===== src/rtl/spinand_ctrl_pkg.sv =====
// Shared encodings for the serial NAND page access controller.
// Assumes a single-die device with an on-die cache and a status feature register.
package spinand_ctrl_pkg;
    localparam logic [1:0] OP_READ  = 2'd0;
    localparam logic [1:0] OP_PROG  = 2'd1;
    localparam logic [1:0] OP_ERASE = 2'd2;

    localparam logic [1:0] RMODE_PLAIN = 2'd0;
    localparam logic [1:0] RMODE_FAST  = 2'd1;
    localparam logic [1:0] RMODE_QUAD  = 2'd2;

    typedef enum logic [2:0] {
        STEP_WREN,
        STEP_ARRAY_RD,
        STEP_POLL,
        STEP_CACHE_RD,
        STEP_CACHE_WR,
        STEP_EXEC,
        STEP_ERASE
    } step_e;

    localparam logic [7:0] OPC_WREN     = 8'h06;
    localparam logic [7:0] OPC_ARRAY_RD = 8'h13;
    localparam logic [7:0] OPC_RD_PLAIN = 8'h03;
    localparam logic [7:0] OPC_RD_FAST  = 8'h0B;
    localparam logic [7:0] OPC_RD_QUAD  = 8'h6B;
    localparam logic [7:0] OPC_GET_FEAT = 8'h0F;
    localparam logic [7:0] OPC_CACHE_WR = 8'h02;
    localparam logic [7:0] OPC_EXEC     = 8'h10;
    localparam logic [7:0] OPC_ERASE    = 8'hD8;
    localparam logic [7:0] STATUS_REG   = 8'hC0;

    localparam logic [1:0] DIR_NONE = 2'd0;
    localparam logic [1:0] DIR_IN   = 2'd1;
    localparam logic [1:0] DIR_OUT  = 2'd2;

    localparam logic [2:0] RES_OK        = 3'd0;
    localparam logic [2:0] RES_ECC_FIX   = 3'd1;
    localparam logic [2:0] RES_ECC_BAD   = 3'd2;
    localparam logic [2:0] RES_PROG_FAIL = 3'd3;
    localparam logic [2:0] RES_ERASE_FAIL= 3'd4;
    localparam logic [2:0] RES_TIMEOUT   = 3'd5;
endpackage


===== src/rtl/spinand_cmd_fmt.sv =====
// Command descriptor formatter.
// Maps the current step plus the latched request into one sequencer descriptor.
// Assumes ADDR_W is at least 8 and at least as wide as row and column.
module spinand_cmd_fmt
    import spinand_ctrl_pkg::*;
#(
    parameter int ROW_W       = 24,
    parameter int COL_W       = 16,
    parameter int LEN_W       = 16,
    parameter int ADDR_W      = 24,
    parameter int DUMMY_BYTES = 1
) (
    input  step_e              step,
    input  logic [1:0]         rmode,
    input  logic [ROW_W-1:0]   row,
    input  logic [COL_W-1:0]   col,
    input  logic [LEN_W-1:0]   len,
    output logic [7:0]         opcode,
    output logic [ADDR_W-1:0]  addr,
    output logic [2:0]         addr_bytes,
    output logic [2:0]         dummy_bytes,
    output logic [1:0]         dir,
    output logic [2:0]         lanes,
    output logic [LEN_W-1:0]   dlen
);
    localparam int ROW_BYTES = (ROW_W + 7) / 8;
    localparam int COL_BYTES = (COL_W + 7) / 8;

    // Select the fields of the descriptor for the current step.
    always_comb begin
        opcode      = 8'h00;
        addr        = '0;
        addr_bytes  = 3'd0;
        dummy_bytes = 3'd0;
        dir         = DIR_NONE;
        lanes       = 3'd1;
        dlen        = '0;
        case (step)
            STEP_WREN: opcode = OPC_WREN;
            STEP_ARRAY_RD: begin
                opcode     = OPC_ARRAY_RD;
                addr       = ADDR_W'(row);
                addr_bytes = 3'(ROW_BYTES);
            end
            STEP_POLL: begin
                opcode     = OPC_GET_FEAT;
                addr       = ADDR_W'(STATUS_REG);
                addr_bytes = 3'd1;
                dir        = DIR_IN;
                dlen       = LEN_W'(1);
            end
            STEP_CACHE_RD: begin
                case (rmode)
                    RMODE_FAST: opcode = OPC_RD_FAST;
                    RMODE_QUAD: opcode = OPC_RD_QUAD;
                    default:    opcode = OPC_RD_PLAIN;
                endcase
                lanes       = (rmode == RMODE_QUAD) ? 3'd4 : 3'd1;
                addr        = ADDR_W'(col);
                addr_bytes  = 3'(COL_BYTES);
                dummy_bytes = 3'(DUMMY_BYTES);
                dir         = DIR_IN;
                dlen        = len;
            end
            STEP_CACHE_WR: begin
                opcode     = OPC_CACHE_WR;
                addr       = ADDR_W'(col);
                addr_bytes = 3'(COL_BYTES);
                dir        = DIR_OUT;
                dlen       = len;
            end
            STEP_EXEC: begin
                opcode     = OPC_EXEC;
                addr       = ADDR_W'(row);
                addr_bytes = 3'(ROW_BYTES);
            end
            STEP_ERASE: begin
                opcode     = OPC_ERASE;
                addr       = ADDR_W'(row);
                addr_bytes = 3'(ROW_BYTES);
            end
            default: opcode = 8'h00;
        endcase
    end
endmodule


===== src/rtl/spinand_poll_tracker.sv =====
// Status poll budget tracker.
// Counts busy answers in the current request and flags expiry when the busy
// answer just received is number limit or later. Assumes limit changes only
// together with clear.
module spinand_poll_tracker #(
    parameter int CNT_W = 16
) (
    input  logic             clk,
    input  logic             rst_n,
    input  logic             clear,
    input  logic             busy_poll,
    input  logic [CNT_W-1:0] limit,
    output logic             expire
);
    logic [CNT_W-1:0] cnt_q;
    logic [CNT_W:0]   next_cnt;

    // Number of this busy answer, counted from 1.
    assign next_cnt = {1'b0, cnt_q} + 1'b1;
    assign expire   = busy_poll && (next_cnt >= {1'b0, limit});

    // Advance the busy counter while the budget lasts.
    always_ff @(posedge clk) begin
        if (!rst_n)                  cnt_q <= '0;
        else if (clear)              cnt_q <= '0;
        else if (busy_poll && !expire) cnt_q <= next_cnt[CNT_W-1:0];
    end


    poll_cnt_bound_chk: assert property (@(posedge clk) disable iff (!rst_n)
        (cnt_q == '0) || (cnt_q < limit));
endmodule


===== src/rtl/spinand_status_eval.sv =====
// Status byte evaluator.
// Turns the final ready status byte into a result code according to the
// operation kind: ECC field for reads, failure flags for program and erase.
module spinand_status_eval
    import spinand_ctrl_pkg::*;
(
    input  logic [1:0] op,
    input  logic [5:2] flags,
    output logic [2:0] res
);
    // Decode the bits that matter for this operation.
    always_comb begin
        res = RES_OK;
        case (op)
            OP_READ: begin
                case (flags[5:4])
                    2'd0:    res = RES_OK;
                    2'd1:    res = RES_ECC_FIX;
                    default: res = RES_ECC_BAD;
                endcase
            end
            OP_PROG:  res = flags[3] ? RES_PROG_FAIL  : RES_OK;
            OP_ERASE: res = flags[2] ? RES_ERASE_FAIL : RES_OK;
            default:  res = RES_OK;
        endcase
    end
endmodule


===== src/rtl/spinand_page_ctrl.sv =====
// Serial NAND page access controller (top).
// Accepts one read/program/erase request at a time and walks the command
// steps through a descriptor port: a descriptor stays valid until the
// sequencer pulses seq_done, then valid drops for one cycle. Assumes seq_done
// is a single-cycle pulse given only while seq_valid is high.
module spinand_page_ctrl
    import spinand_ctrl_pkg::*;
#(
    parameter int ROW_W       = 24,
    parameter int COL_W       = 16,
    parameter int LEN_W       = 16,
    parameter int CNT_W       = 16,
    parameter int DUMMY_BYTES = 1,
    localparam int ADDR_W     = (ROW_W > COL_W) ? ROW_W : COL_W
) (
    input  logic              clk,
    input  logic              rst_n,
    input  logic              req_valid,
    input  logic [1:0]        req_op,
    input  logic [1:0]        req_rmode,
    input  logic [ROW_W-1:0]  req_row,
    input  logic [COL_W-1:0]  req_col,
    input  logic [LEN_W-1:0]  req_len,
    input  logic [CNT_W-1:0]  poll_limit,
    output logic              req_reject,
    output logic              busy,
    output logic              seq_valid,
    output logic [7:0]        seq_opcode,
    output logic [ADDR_W-1:0] seq_addr,
    output logic [2:0]        seq_addr_bytes,
    output logic [2:0]        seq_dummy_bytes,
    output logic [1:0]        seq_dir,
    output logic [2:0]        seq_lanes,
    output logic [LEN_W-1:0]  seq_len,
    input  logic              seq_done,
    input  logic [7:0]        seq_rdata,
    output logic              done,
    output logic [2:0]        result
);
    logic             busy_q, issuing_q, done_q, reject_q, wren_seen_q;
    step_e            step_q;
    logic [1:0]       op_q, rmode_q;
    logic [ROW_W-1:0] row_q;
    logic [COL_W-1:0] col_q;
    logic [LEN_W-1:0] len_q;
    logic [CNT_W-1:0] limit_q;
    logic [2:0]       ecc_res_q, result_q, eval_res;
    logic             illegal, accept, step_end, busy_poll, expire;
    logic             unused_rdata;

    assign illegal   = (req_op == 2'd3) || (req_op == OP_READ && req_rmode == 2'd3);
    assign accept    = req_valid && !busy_q && !illegal;
    assign step_end  = busy_q && issuing_q && seq_done;
    assign busy_poll = step_end && (step_q == STEP_POLL) && seq_rdata[0];
    assign unused_rdata = ^{seq_rdata[7:6], seq_rdata[1]};

    spinand_cmd_fmt #(
        .ROW_W(ROW_W), .COL_W(COL_W), .LEN_W(LEN_W),
        .ADDR_W(ADDR_W), .DUMMY_BYTES(DUMMY_BYTES)
    ) u_fmt (
        .step(step_q), .rmode(rmode_q), .row(row_q), .col(col_q), .len(len_q),
        .opcode(seq_opcode), .addr(seq_addr), .addr_bytes(seq_addr_bytes),
        .dummy_bytes(seq_dummy_bytes), .dir(seq_dir), .lanes(seq_lanes),
        .dlen(seq_len)
    );

    spinand_poll_tracker #(.CNT_W(CNT_W)) u_poll (
        .clk(clk), .rst_n(rst_n), .clear(accept), .busy_poll(busy_poll),
        .limit(limit_q), .expire(expire)
    );

    spinand_status_eval u_eval (
        .op(op_q), .flags(seq_rdata[5:2]), .res(eval_res)
    );

    // Request intake, step sequencing and completion.
    always_ff @(posedge clk) begin
        if (!rst_n) begin
            busy_q      <= 1'b0;
            issuing_q   <= 1'b0;
            done_q      <= 1'b0;
            reject_q    <= 1'b0;
            wren_seen_q <= 1'b0;
            step_q      <= STEP_WREN;
            op_q        <= OP_READ;
            rmode_q     <= RMODE_PLAIN;
            row_q       <= '0;
            col_q       <= '0;
            len_q       <= '0;
            limit_q     <= '0;
            ecc_res_q   <= RES_OK;
            result_q    <= RES_OK;
        end else begin
            done_q   <= 1'b0;
            reject_q <= req_valid && (busy_q || illegal);
            if (accept) begin
                busy_q      <= 1'b1;
                issuing_q   <= 1'b1;
                wren_seen_q <= 1'b0;
                op_q        <= req_op;
                rmode_q     <= req_rmode;
                row_q       <= req_row;
                col_q       <= req_col;
                len_q       <= req_len;
                limit_q     <= poll_limit;
                step_q      <= (req_op == OP_READ) ? STEP_ARRAY_RD : STEP_WREN;
            end else if (busy_q && !issuing_q) begin
                issuing_q <= 1'b1;
            end else if (step_end) begin
                issuing_q <= 1'b0;
                case (step_q)
                    STEP_WREN: begin
                        wren_seen_q <= 1'b1;
                        step_q <= (op_q == OP_PROG) ? STEP_CACHE_WR : STEP_ERASE;
                    end
                    STEP_ARRAY_RD, STEP_EXEC, STEP_ERASE: step_q <= STEP_POLL;
                    STEP_CACHE_WR: step_q <= STEP_EXEC;
                    STEP_POLL: begin
                        if (seq_rdata[0]) begin
                            if (expire) begin
                                busy_q   <= 1'b0;
                                done_q   <= 1'b1;
                                result_q <= RES_TIMEOUT;
                            end
                        end else if (op_q == OP_READ) begin
                            ecc_res_q <= eval_res;
                            step_q    <= STEP_CACHE_RD;
                        end else begin
                            busy_q   <= 1'b0;
                            done_q   <= 1'b1;
                            result_q <= eval_res;
                        end
                    end
                    STEP_CACHE_RD: begin
                        busy_q   <= 1'b0;
                        done_q   <= 1'b1;
                        result_q <= ecc_res_q;
                    end
                    default: begin
                        busy_q <= 1'b0;
                        done_q <= 1'b1;
                        result_q <= RES_OK;
                    end
                endcase
            end
        end
    end

    assign busy       = busy_q;
    assign seq_valid  = busy_q && issuing_q;
    assign done       = done_q;
    assign result     = result_q;
    assign req_reject = reject_q;


    seq_hold_chk: assert property (@(posedge clk) disable iff (!rst_n)
        (seq_valid && !seq_done) |=> (seq_valid && $stable(seq_opcode) &&
                                      $stable(seq_addr) && $stable(seq_len)));

    seq_gap_chk: assert property (@(posedge clk) disable iff (!rst_n)
        (seq_valid && seq_done) |=> !seq_valid);

    done_pulse_chk: assert property (@(posedge clk) disable iff (!rst_n)
        done |=> !done);

    done_idle_chk: assert property (@(posedge clk) disable iff (!rst_n)
        done |-> (!busy && result <= RES_TIMEOUT));

    exec_after_wren_chk: assert property (@(posedge clk) disable iff (!rst_n)
        (seq_valid && seq_opcode == OPC_EXEC) |-> wren_seen_q);

    erase_after_wren_chk: assert property (@(posedge clk) disable iff (!rst_n)
        (seq_valid && seq_opcode == OPC_ERASE) |-> wren_seen_q);

    reject_cause_chk: assert property (@(posedge clk) disable iff (!rst_n)
        req_reject |-> $past(req_valid));
endmodule


===== config.mk =====
export PLATFORM = sky130hd
export DESIGN_NAME = spinand_page_ctrl
export DESIGN_NICKNAME = d
export VERILOG_FILES = /design/src/rtl/spinand_ctrl_pkg.sv /design/src/rtl/spinand_cmd_fmt.sv /design/src/rtl/spinand_poll_tracker.sv /design/src/rtl/spinand_status_eval.sv /design/src/rtl/spinand_page_ctrl.sv
export SDC_FILE = /design/constraint.sdc
export NUM_CORES = 1
export LEC_CHECK = 0
export BUFFER_PORTS_ARGS = -buffer_cell sky130_fd_sc_hd__buf_4
export CAP_MARGIN = 20
export CORE_ASPECT_RATIO = 0.9
export CORE_MARGIN = 2
export CORE_UTILIZATION = 47
export DETAILED_ROUTE_END_ITERATION = 12
export GPL_TIMING_DRIVEN = 0
export PLACE_DENSITY = 0.84
export SYNTH_ARGS = -nofsm -noshare
export SYNTH_HDL_FRONTEND = slang
export SYNTH_SLANG_ARGS = --single-unit

===== constraint.sdc =====
create_clock -name clk -period 3.05 [get_ports clk]
set_input_delay 0.61 -clock clk [delete_from_list [all_inputs] [get_ports clk]]
set_output_delay 0.61 -clock clk [all_outputs]
set_load 0.02 [all_outputs]

==> qor.yml <==
sta:
  final.setup.tns_ps: -1670
  finalSetupViolCount: 15
  tightest_slew_ps: 641
  finalWorstSetupSlack_ps: -171
  fin_crit_sh_pct: 106
  period_needed_ps: 3220
  hold_viol_final: 0
  maxSlewHeadroom_pct: 57.3
  fmax_ghz: 0.310
  maxSlewViolCount: 0
  rsz0062_at_grt: "true"
  finClkSkew_ps: 4.21
power_and_ir_drop:
  powerDensity_nw_per_um2: 445
  total_power_mw: 3.23
  ir_worst_vdd_v: 0.000348
  leakage_nw: 3.04
worst_setup_path:
  worst-setup-path-type: "reg -> reg"
  cp_top_family: "simple AND/OR/NAND/NOR gates"
  critical_path.endpoint_type: "register"
  crit_path_top_delay_cell: "nor4b_4"
  critical_path_buf_inv_count: 2
  crit_chain: "nand4_1, nor4b_4, nand3_2, xnor2_2, ha_4, inv_1, o2111ai_2, a41oi_2, o2111ai_4, buf_8, or3_1, a21oi_1"
  required_ps: 3310
  cp.arrival_ps: 3490
  worstPathMaxFanout: 5
  start_kind: "register"
  slowest_delay_ps: 420
  reg2reg_slack_ps: -170
clock_tree:
  cts_buffers: 9
  cts_tree: "yes"
  cts-htree-levels: 3
  clkTransAtPathRegs_ps: 70
  clkLatencyLatePin_ps: 350
  clock_path_buffers: 2
  cts_root_buffer: "clkbuf_16"
  cts.sinks: 105
logic_synthesis:
  syn_avg_cell_area_sq_um: 8.11
  synthCells: 651
  yosysMostFrequentCell: "nand2_1"
  async_flop_share_pct: 0
  synth.top_cell.area_share_pct: 39.8
  synthFlopType: "dfxtp_1"
  syn_area_sq_um: 5280
  synth_area_leaders: "dfxtp_1 40%, nand2_1 12%, a21boi_0 11%"
  synth_edf_count: 0
  synth_seq_area_share_pct: 39.8
  yosysWarnings: 0
  synthDistinctLibCells: 49
  synth_area_leader_cell: "dfxtp_1"
  synth_seq_cells: 105
  synth_common_cells: "175 x nand2_1, 105 x dfxtp_1, 76 x a21boi_0"
layout:
  final_nets: 935
  fin_util_pct: 66.6
  num_antenna_cells: 0
  layout-drive-gt1-share_pct: 30.3
  instances_no_fill: 986
  area_delta_synth_final_pct: 37.6
global_route:
  grt_overflow: 0
  antenna_found_initial: 0
  grt_pass1_vias: 4908
  grt_max_degree: 20
  grt_pass1_wl_um: 23300
  grt_use_total_pct: 24.4
placement:
  dp.cells: 952
  gp_congestion: 0.867
  hpwl_um: 10900
  numPortBuffers: 146
floorplan:
  start_util_pct: 48.4
  die_w_um: 116
  die_h_um: 105
  io_pins: 154
  row_count: 36
  die_area_sq_um: 12100
  core-area_sq_um: 10900
routing:
  vias: 5154
  drc: 0
  drt-pass1-iter-count: 5
  postRouteAntennaNets: 0
  drtIter0Drc: 339
  route.detailed.wl_per_inst_um: 15.8
  viasPerCell: 5.23
  wirelength_um: 15600
run_status:
  outcome: "finished with violations"
  violations: "negative setup slack"
flow_run:
  drv_cap: 0
min_path:
  hp-class: "reg -> reg"
metrics by stage:
stage / area [sq um] / setup slack, ps / hold slack (ps)
2_1_floorplan: 5290 / 43.4 / 415
4_1_cts: 7050 / 9.65 / 443
3_5_place_dp: 6580 / -440 / 433
6_report: 7260 / -171 / 443
5_1_grt: 7260 / -325 / 472
3_3_place_gp: 6580 / -400 / 425
worst min-delay path, stage by stage, from the launching register on:
cell and delay [ps]:
dfxtp_1 320, nand2_1 50, nor2_1 40
repair_timing:
item | 4_1_cts | 5_1_grt
cloned | 1 | 0
setup buffers | 8 | 9
hold buffers | 0 | 0
pin swaps | 11 | 26
setup endpoints to repair | 21 | 51
resized for setup | 25 | 48
layout by cell type (no fill, tap or decap), types with 3 or more instances in the layout:
cell       count
ha_1          16
nand4_1        6
buf_6          3
conb_1         4
buf_1          4
buf_2          6
clkbuf_1      23
nor2_2         4
xnor2_1       10
nand2_1      173
or3_1         10
xor2_1         4
dfxtp_4        4
nand3_1        3
inv_1         24
o21ai_0       11
o21ai_1       11
mux2i_1        7
a21oi_1       12
and2_1        31
buf_4        167
dfxtp_1       97
o31ai_1        3
or3_4          5
and3_1         8
a21oi_2        9
dfxtp_2        4
a22o_1        15
a21boi_0      76
clkbuf_16      9
nor2_1        11
nor2b_1        6
nand3_2        3
clkbuf_2       3
or2_2          4
nor3_1         3
cell type report:
| class | count | area, sq um |
|---|---|---|
| Tap cell | 152 | 190 |
| Inverter | 24 | 90.1 |
| Sequential cell | 105 | 2120 |
| Clock inverter | 7 | 86.3 |
| Buffer | 44 | 218 |
| Timing Repair Buffer | 164 | 1240 |
| Fill cell | 923 | 3640 |
| Multi-Input combinational cell | 481 | 3090 |
| Clock buffer | 9 | 225 |
path summary, 6_finish.rpt:
check                                startpoint               end  cells after the start
worst max-delay path            u_poll.cnt_q[3]  u_poll.cnt_q[11]                     12
worst min-delay path               ecc_res_q[2]      ecc_res_q[2]                      2
worst max register to register  u_poll.cnt_q[3]  u_poll.cnt_q[11]                     12
worst min register to register     ecc_res_q[2]      ecc_res_q[2]                      2
registers in the layout, summed over array words and instances (netlist names), 2 cells and up:
| register | count |
|---|---|
| col_q | 16 |
| ecc_res_q | 3 |
| len_q | 16 |
| limit_q | 16 |
| op_q | 2 |
| result | 3 |
| rmode_q | 2 |
| row_q | 24 |
| step_q | 3 |
| u_poll.cnt_q | 16 |
logic make-up after synthesis:
family | synth area share [%]
and+or+nand+nor | 25.0
AOI/OAI and AO/OA | 21.5
DFF | 39.8
buffers and inverters | 5.36
adders and majority gates | 4.27
xor gates and xnor gates | 2.66
muxes | 1.33
other | 0.0711
where the power goes:
group / switching [mW] / total (mW) / internal (mW)
clock: 0.564 / 1.22 / 0.656
sequential: 0.0391 / 1.47 / 1.43
combinational: 0.307 / 0.541 / 0.235
routing by layer:
metal  track usage [%]  up-vias  wire (um)
met2              40.9      213       7550
met3              7.13       40       1140
met5                 0        -          0
met4              8.84        0        449
met1              29.6     2347       6480
li1                  -     2554          -
(Power assumes the default switching activity.)
